$ cat src/rtl/xcvr_pkg.sv
// Shared constants for the two-way registered bus transceiver.
// Assumes: nothing beyond IEEE 1800-2017.
package xcvr_pkg;
    localparam int unsigned XCVR_WIDTH = 18;
endpackage

$ cat src/rtl/xcvr_hold.sv
// Bus-hold keeper for one side's input pins.
// What it does: passes driven bits through; undriven bits read the last driven value.
// Assumes: drv is a per-bit flag from the pad model, sampled on clk.
module xcvr_hold #(
    parameter int unsigned W = 18
) (
    input  logic         clk,
    input  logic         rst_n,
    input  logic [W-1:0] pin,
    input  logic [W-1:0] drv,
    output logic [W-1:0] val
);
    logic [W-1:0] held;

    // Effective value: driven bits from the pins, the others from the keeper.
    always_comb val = (pin & drv) | (held & ~drv);

    // Keeper register follows the effective value.
    always_ff @(posedge clk) begin
        if (!rst_n) held <= '0;
        else        held <= val;
    end

    // an undriven bit keeps its held level.
    p_keep_undriven_r7: assert property (@(posedge clk) disable iff (!rst_n)
        $past(rst_n) |-> (((held ^ $past(held)) & ~$past(drv)) == '0));
endmodule

$ cat src/rtl/xcvr_lane.sv
// One direction of the transceiver: storage element, output mux and enable.
// What it does: pass-through when le is high, captures on a 1->0 change of cp
// when le is low, and holds otherwise. OE_LOW selects the enable polarity.
// Assumes: cp is a level sampled on clk; the enable is gated by 'ready'.
module xcvr_lane #(
    parameter int unsigned W      = 18,
    parameter bit          OE_LOW = 1'b0
) (
    input  logic         clk,
    input  logic         rst_n,
    input  logic [W-1:0] d_in,
    input  logic         le,
    input  logic         cp,
    input  logic         oe,
    input  logic         ready,
    output logic [W-1:0] dout,
    output logic [W-1:0] dout_en
);
    logic [W-1:0] q;
    logic         cp_q;
    logic         fall;
    logic         act;

    // Select the enable polarity for this direction.
    generate
        if (OE_LOW) begin : g_low
            assign act = ~oe;
        end else begin : g_high
            assign act = oe;
        end
    endgenerate

    // Strobe falling change seen between two clock edges.
    always_comb fall = cp_q & ~cp;

    // Storage word and previous strobe level.
    always_ff @(posedge clk) begin
        if (!rst_n) begin
            q    <= '0;
            cp_q <= 1'b0;
        end else begin
            cp_q <= cp;
            if (le || fall) q <= d_in;
        end
    end

    // Output mux and per-bit enable.
    always_comb begin
        dout    = le ? d_in : q;
        dout_en = {W{act & ready}};
    end

    // reset clears the storage word.
    p_reset_clear_r1: assert property (@(posedge clk)
        !rst_n |=> (q == '0));
    // pass-through mode loads the input at every edge.
    p_transparent_load_r2: assert property (@(posedge clk) disable iff (!rst_n)
        le |=> (q == $past(d_in)));
    // falling strobe with le low captures the input.
    p_fall_capture_r3: assert property (@(posedge clk) disable iff (!rst_n)
        (!le && cp_q && !cp) |=> (q == $past(d_in)));
    // no falling strobe with le low keeps the word, whatever oe does.
    p_no_capture_r4: assert property (@(posedge clk) disable iff (!rst_n)
        (!le && !(cp_q && !cp)) |=> $stable(q));
endmodule

$ cat src/rtl/bireg_xcvr.sv
// Top level of the two-way registered bus transceiver.
// What it does: bus-hold on both input sides, one lane per direction, and a
// flag when both directions drive at once.
// Assumes: synchronous active-low reset; outputs are disabled until the first
// edge after reset is released.
module bireg_xcvr
    import xcvr_pkg::*;
#(
    parameter int unsigned W = XCVR_WIDTH
) (
    input  logic         clk,
    input  logic         rst_n,
    input  logic [W-1:0] a_in,
    input  logic [W-1:0] a_drv,
    input  logic [W-1:0] b_in,
    input  logic [W-1:0] b_drv,
    input  logic         ab_oe,
    input  logic         ab_le,
    input  logic         ab_cp,
    input  logic         ba_oe_n,
    input  logic         ba_le,
    input  logic         ba_cp,
    output logic [W-1:0] b_out,
    output logic [W-1:0] b_out_en,
    output logic [W-1:0] a_out,
    output logic [W-1:0] a_out_en,
    output logic         contention
);
    logic [W-1:0] a_val;
    logic [W-1:0] b_val;
    logic         ready;

    // Ready flag: low during reset, high from the first edge after it.
    always_ff @(posedge clk) begin
        if (!rst_n) ready <= 1'b0;
        else        ready <= 1'b1;
    end

    xcvr_hold #(.W(W)) i_hold_a (
        .clk(clk), .rst_n(rst_n), .pin(a_in), .drv(a_drv), .val(a_val)
    );
    xcvr_hold #(.W(W)) i_hold_b (
        .clk(clk), .rst_n(rst_n), .pin(b_in), .drv(b_drv), .val(b_val)
    );

    xcvr_lane #(.W(W), .OE_LOW(1'b0)) i_lane_ab (
        .clk(clk), .rst_n(rst_n), .d_in(a_val), .le(ab_le), .cp(ab_cp),
        .oe(ab_oe), .ready(ready), .dout(b_out), .dout_en(b_out_en)
    );
    xcvr_lane #(.W(W), .OE_LOW(1'b1)) i_lane_ba (
        .clk(clk), .rst_n(rst_n), .d_in(b_val), .le(ba_le), .cp(ba_cp),
        .oe(ba_oe_n), .ready(ready), .dout(a_out), .dout_en(a_out_en)
    );

    // Both directions drive at once.
    always_comb contention = b_out_en[0] & a_out_en[0];

    // outputs are disabled right after a reset edge.
    p_reset_disabled_r1: assert property (@(posedge clk)
        !rst_n |=> (b_out_en == '0 && a_out_en == '0));
    // enable polarities of the two directions.
    p_oe_polarity_r5: assert property (@(posedge clk) disable iff (!rst_n)
        $past(rst_n) |-> ((b_out_en == {W{ab_oe}}) && (a_out_en == {W{!ba_oe_n}})));
    // both enabled raises the flag.
    p_contention_r8: assert property (@(posedge clk) disable iff (!rst_n)
        ($past(rst_n) && ab_oe && !ba_oe_n) |-> contention);
endmodule

$ cat config.mk
export PLATFORM = sky130hd
export DESIGN_NAME = bireg_xcvr
export DESIGN_NICKNAME = d
export VERILOG_FILES = /design/src/rtl/xcvr_pkg.sv /design/src/rtl/xcvr_hold.sv /design/src/rtl/xcvr_lane.sv /design/src/rtl/bireg_xcvr.sv
export SDC_FILE = /design/constraint.sdc
export NUM_CORES = 1
export LEC_CHECK = 0
export CORE_ASPECT_RATIO = 1.2
export CORE_MARGIN = 1.5
export CORE_UTILIZATION = 57
export CTS_CLUSTER_SIZE = 16
export DETAILED_ROUTE_END_ITERATION = 10
export DONT_BUFFER_PORTS = 1
export PLACE_DENSITY_LB_ADDON = 0.2
export REMOVE_ABC_BUFFERS = 1
export SLEW_MARGIN = 20
export SYNTH_ARGS = -nofsm -noshare
export SYNTH_HDL_FRONTEND = slang
export SYNTH_SLANG_ARGS = --single-unit
$ cat constraint.sdc
create_clock -name clk -period 1.49 [get_ports clk]
set_input_delay 0.298 -clock clk [delete_from_list [all_inputs] [get_ports clk]]
set_output_delay 0.298 -clock clk [all_outputs]
set_load 0.05 [all_outputs]
Word level (Yosys, flattened, before mapping) --
Index checks and enable logic that the tools add are counted.
Storage, ports and cells: register bits 75, latch bits 0, bits in writable memories 0, bits in read-only memories 0, output and inout bits 73, memories 0
Cells by class: add/subtract/negate cells 0, multiply operators 0, divide/modulo/power cells 0, magnitude comparators 0, eq/ne operators 0, shifts and indexed selects 0, muxes and demuxes 3, bitwise logic cells 16, reduce and logical (&&, ||, !) cells 2
Operators by type and width (count):
- 18-bit bitwise AND | 4
- 18-bit two-way mux | 2
- 18-bit NOT | 2
- 18-bit OR | 2
- 1-bit bitwise AND | 5
- 1-bit NOT | 3
- 1-bit logical OR | 2
- 1-bit two-way mux | 1

Depth between registers and ports, before layout --
depth in word-level cells 4, depth in mapped cells 5

Modules after synthesis --
From an unflattened synthesis, not the netlist that was laid out.
Unflattened totals: cell total of the unflattened synthesis 352, area, all modules 3789.9 um2
Modules (own cells, without submodules):
- xcvr_lane | instances 2, cells an instance 120, area each 1128.6 um2, sequential area each 380.4 um2
- xcvr_hold | instances 2, cells an instance 55, area each 753.2 um2, sequential area each 360.3 um2
- bireg_xcvr | instances 1, cells an instance 2, area each 26.3 um2, sequential area each 20.0 um2

Least setup slack after synthesis --
Ideal clock, no wire load.
path type flip-flop to output port, from register ready, to output contention, arrival 2.165 ns, setup slack -0.973 ns, cell stages (with the launch flop) 3, path buffers 0, cells stage by stage dfxtp_1 -> nor2b_1 -> and2_1
Between the ends: longest elaborated chain between the ends 2
RTL lines:
- start: declaration | line bireg_xcvr.sv:31 | logic ready;
- start signal: assignment | line bireg_xcvr.sv:35 | if (!rst_n) ready <= 1'b0;
- start signal: assignment | line bireg_xcvr.sv:36 | else ready <= 1'b1;
- 1-bit bitwise AND | line xcvr_lane.sv:50 | dout_en = {W{act & ready}};
- net a_out_en[0] | line bireg_xcvr.sv:26 | output logic [W-1:0] a_out_en,
- 1-bit bitwise AND | line bireg_xcvr.sv:56 | always_comb contention = b_out_en[0] & a_out_en[0];
- end: declaration | line bireg_xcvr.sv:27 | output logic contention
The timed path passes the listed nets, and every way through them passes these cells.

Worst setup path in the final report --
from register ready, to output a_out_en[8]
Between the ends: longest elaborated chain between the ends 1
RTL lines (line):
- 1-bit bitwise AND | xcvr_lane.sv:50
- end: declaration | bireg_xcvr.sv:26
Every way passes these cells.

==> impl_metrics.csv <==
group,metric,value,unit
run_status,outcome,"complete, but fails checks",
run_status,failed_checks,"negative setup slack",
pwr,leakage,1.70,nW
clock_tree,tritoncts,"yes",
logic_synthesis,synthCells,364,
global_route,grt_max_degree,76,
setup_path,critPathRequiredTime,1.19,ns
floorplanning,row_count,31,
pwr,p_total,4.77,mW
min_path,hold_class,"input port to flop",
floorplanning,die_area,6590,um2
logic_synthesis,yosys_warnings,0,
final_layout,antenna_cells,0,
setup_path,worstSetupPathType,"flop to primary output",
logic_synthesis,ys_ff_latch,75,
timing,max_freq,554,MHz
timing,rsz0062_at_grt,"yes",
timing,finalSetupViolations,31,
setup_path,path_delay_family,"buffers and inverters",
timing,period_share,121,%
final_layout,num-fill-cells,498,
final_layout,drive_gt1_share,35.1,%
placed_design,gp_congestion,0.664,
setup_path,crit_chain,"nor2b_4 -> buf_12 -> buf_16",
setup_path,cp-start-kind,"flop",
timing,finalWorstSetupSlack,-0.315,ns
timing,skew,0.00954,ns
timing,drv_slew,0,
clock_tree,cts_buffers,9,
final_layout,nNetsFinal,454,
global_route,gr-total-overflow,0,
global_route,grt_pass1_wl,9400,um
setup_path,max_stage_delay,0.35,ns
logic_synthesis,ys_types,14,
pwr,p_per_area,1150,nW/um2
pwr,swShare,32.3,%
route,drt_wl_total,6600,um
pwr,p_int,3.23,mW
setup_path,cp-end-kind,"primary output",
route,via_per_inst,5.49,
timing,relSlewSlack,78.2,%
placed_design,port_buffers,0,
timing,worst_pin_slew,0.328,ns
route,drc,0,
placed_design,place_inst,427,
clock_tree,clk_latency,0.33,ns
route,via_count,2531,
floorplanning,die_h,88.7,um
floorplanning,design.core.area,5970,um2
route,drt-initial-drc-count,78,
clock_tree,clk_path_buf_depth,2,
setup_path,cp.arrival,1.51,ns
clock_tree,htreeDepth,3,
floorplanning,initial_core_util,58.3,%
setup_path,critical_path.max_fanout,9,
route,detail_route.wl_per_cell,14.3,um
final_layout,synthToLayoutAreaGrowth,19.4,%
floorplanning,die_w,74.4,um
final_layout,regArea,1520,um2
global_route,grt_pass1_vias,2192,
floorplanning,pin_count,153,
timing,hold_viol,0,
final_layout,multi_input_area,1760,um2
clock_tree,cts.clk_slew.worst_paths,0.08,ns
logic_synthesis,synth_area,3480,um2
pwr,p_seq_share,46.4,%
job,max_cap_viol_count,0,
clock_tree,ctsRootBufferMaster,"clkbuf_8",
pwr,ir_worst_vdd,711,uV
setup_path,cp_slowest_cell,"buf_16",
clock_tree,cts.sinks,75,
route,ant_nets,0,
global_route,antenna_found_initial,0,
placed_design,dpl.hpwl,4030,um
global_route,gr-usage-all-layers,18.1,%
route,drtPass1Iterations,4,
pwr,clock_power_share,26.9,%
logic_synthesis,ys_seq_area_share,43.1,%
pwr,combPwrFrac,26.7,%
timing,finalCriticalPeriod,1.80,ns
setup_path,cp.buffers_inverters,2,
final_layout,final_cells,461,
logic_synthesis,avgSynthCellArea,9.57,um2
pwr,p_switching,1.54,mW
synth_stat cells:
library cell  instances  share of area (%)
and2_1                4               0.72
o311a_1              36                 10
nor2_1               36                3.9
nor2b_1              39                7.0
mux2i_1              36                 10
o21ai_1              18                2.6
o21ai_2               6                1.5
o21ai_0              12                1.7
dfxtp_1              75                 43
a21oi_1              36                5.2
clkbuf_1              5               0.54
buf_4                38                8.2
buf_2                14                2.0
buf_6                 9                2.9
power groups by stage:
stage	clock network, mW	logic (mW)	registers, mW
after floorplan	0	0.880	2.23
after global routing	1.40	1.34	2.23
after CTS	1.31	1.17	2.20
after global placement	0	1.13	2.24
after detailed placement	0	1.15	2.24
final	1.28	1.27	2.22
metal layers:
layer  global-route usage (%)  wire, um  vias to the layer above  part of all wire, %
met5                        0         0                        -                    0
met3                     4.67       421                        8                  6.4
met4                     7.93        77                        0                  1.2
met2                     29.3      3220                       82                   49
met1                     22.7      2880                     1152                   44
li1                         -         -                     1289                    -
cell type report:
class                           instances  share of cell area [%]
Clock buffer                           13                    3.34
Clock inverter                          3                   0.361
Multi-Input combinational cell        223                    42.3
Sequential cell                        75                    36.5
Tap cell                               82                    2.47
Timing Repair Buffer                   65                    15.1
registers in the layout (all words and copies together), names as in the netlist:
name	cells
ready	1
i_hold_a.held	18
i_lane_ab.q	18
i_lane_ab.cp_q	1
i_lane_ba.cp_q	1
i_lane_ba.q	18
i_hold_b.held	18
stage by stage:
stage	hold slack (ns)	instance area, um2	utilization, %	worst slack [ns]	TNS, ns
final	0.0860	4160	69.6	-0.315	-6.86
after global routing	0.0770	4160	69.6	-0.362	-8.32
after CTS	0.0782	3820	63.9	-0.317	-5.40
after detailed placement	0.334	3590	60.2	0.0149	0
after global placement	0.334	3590	60.2	0.0302	0
after floorplan	0.326	3010	-	-12.13	-316.79
what timing repair did:
action                                 4_1_cts  5_1_grt
endpoints found under the hold margin        1        0
gates resized for setup                     12       51
setup endpoints to repair                   39       66
hold buffers                                 1        0
pin swaps                                    2       13
setup buffers                                1       16
final timing paths:
path | from | end | slack, ns | cells past startpoint
max | ready$_DFF_P_ | a_out_en[8] | -0.31 | 3
min | ba_cp | i_lane_ba.cp_q$_SDFF_PN0_ | 0.09 | 1
max reg2reg | i_lane_ba.cp_q$_SDFF_PN0_ | i_lane_ba.q[0]$_SDFFE_PN0P_ | 0.44 | 4
min reg2reg | i_lane_ab.q[15]$_SDFFE_PN0P_ | i_lane_ab.q[15]$_SDFFE_PN0P_ | 0.51 | 1
layout by cell type (no fill, tap or decap), drive strengths merged:
cell          n
and2          4
clkbuf       13
nor2         36
dfxtp        75
o21ai        36
a21oi        36
o311a        36
mux2i        36
clkinv        3
buf          64
nor2b        39
dlygate4sd3   1
cells by family (layout without fill, tap and decap cells):
kind of cell           after synthesis  in the layout  synth area share, %
multiplexers                        36             36                 10.3
buffers and inverters               66             81                 13.6
flip-flops                          75             75                 43.1
AND/OR/NAND/NOR                     79             79                 11.6
AO/OA/AOI/OAI                      108            108                 21.3
(Power assumes the default switching activity.)
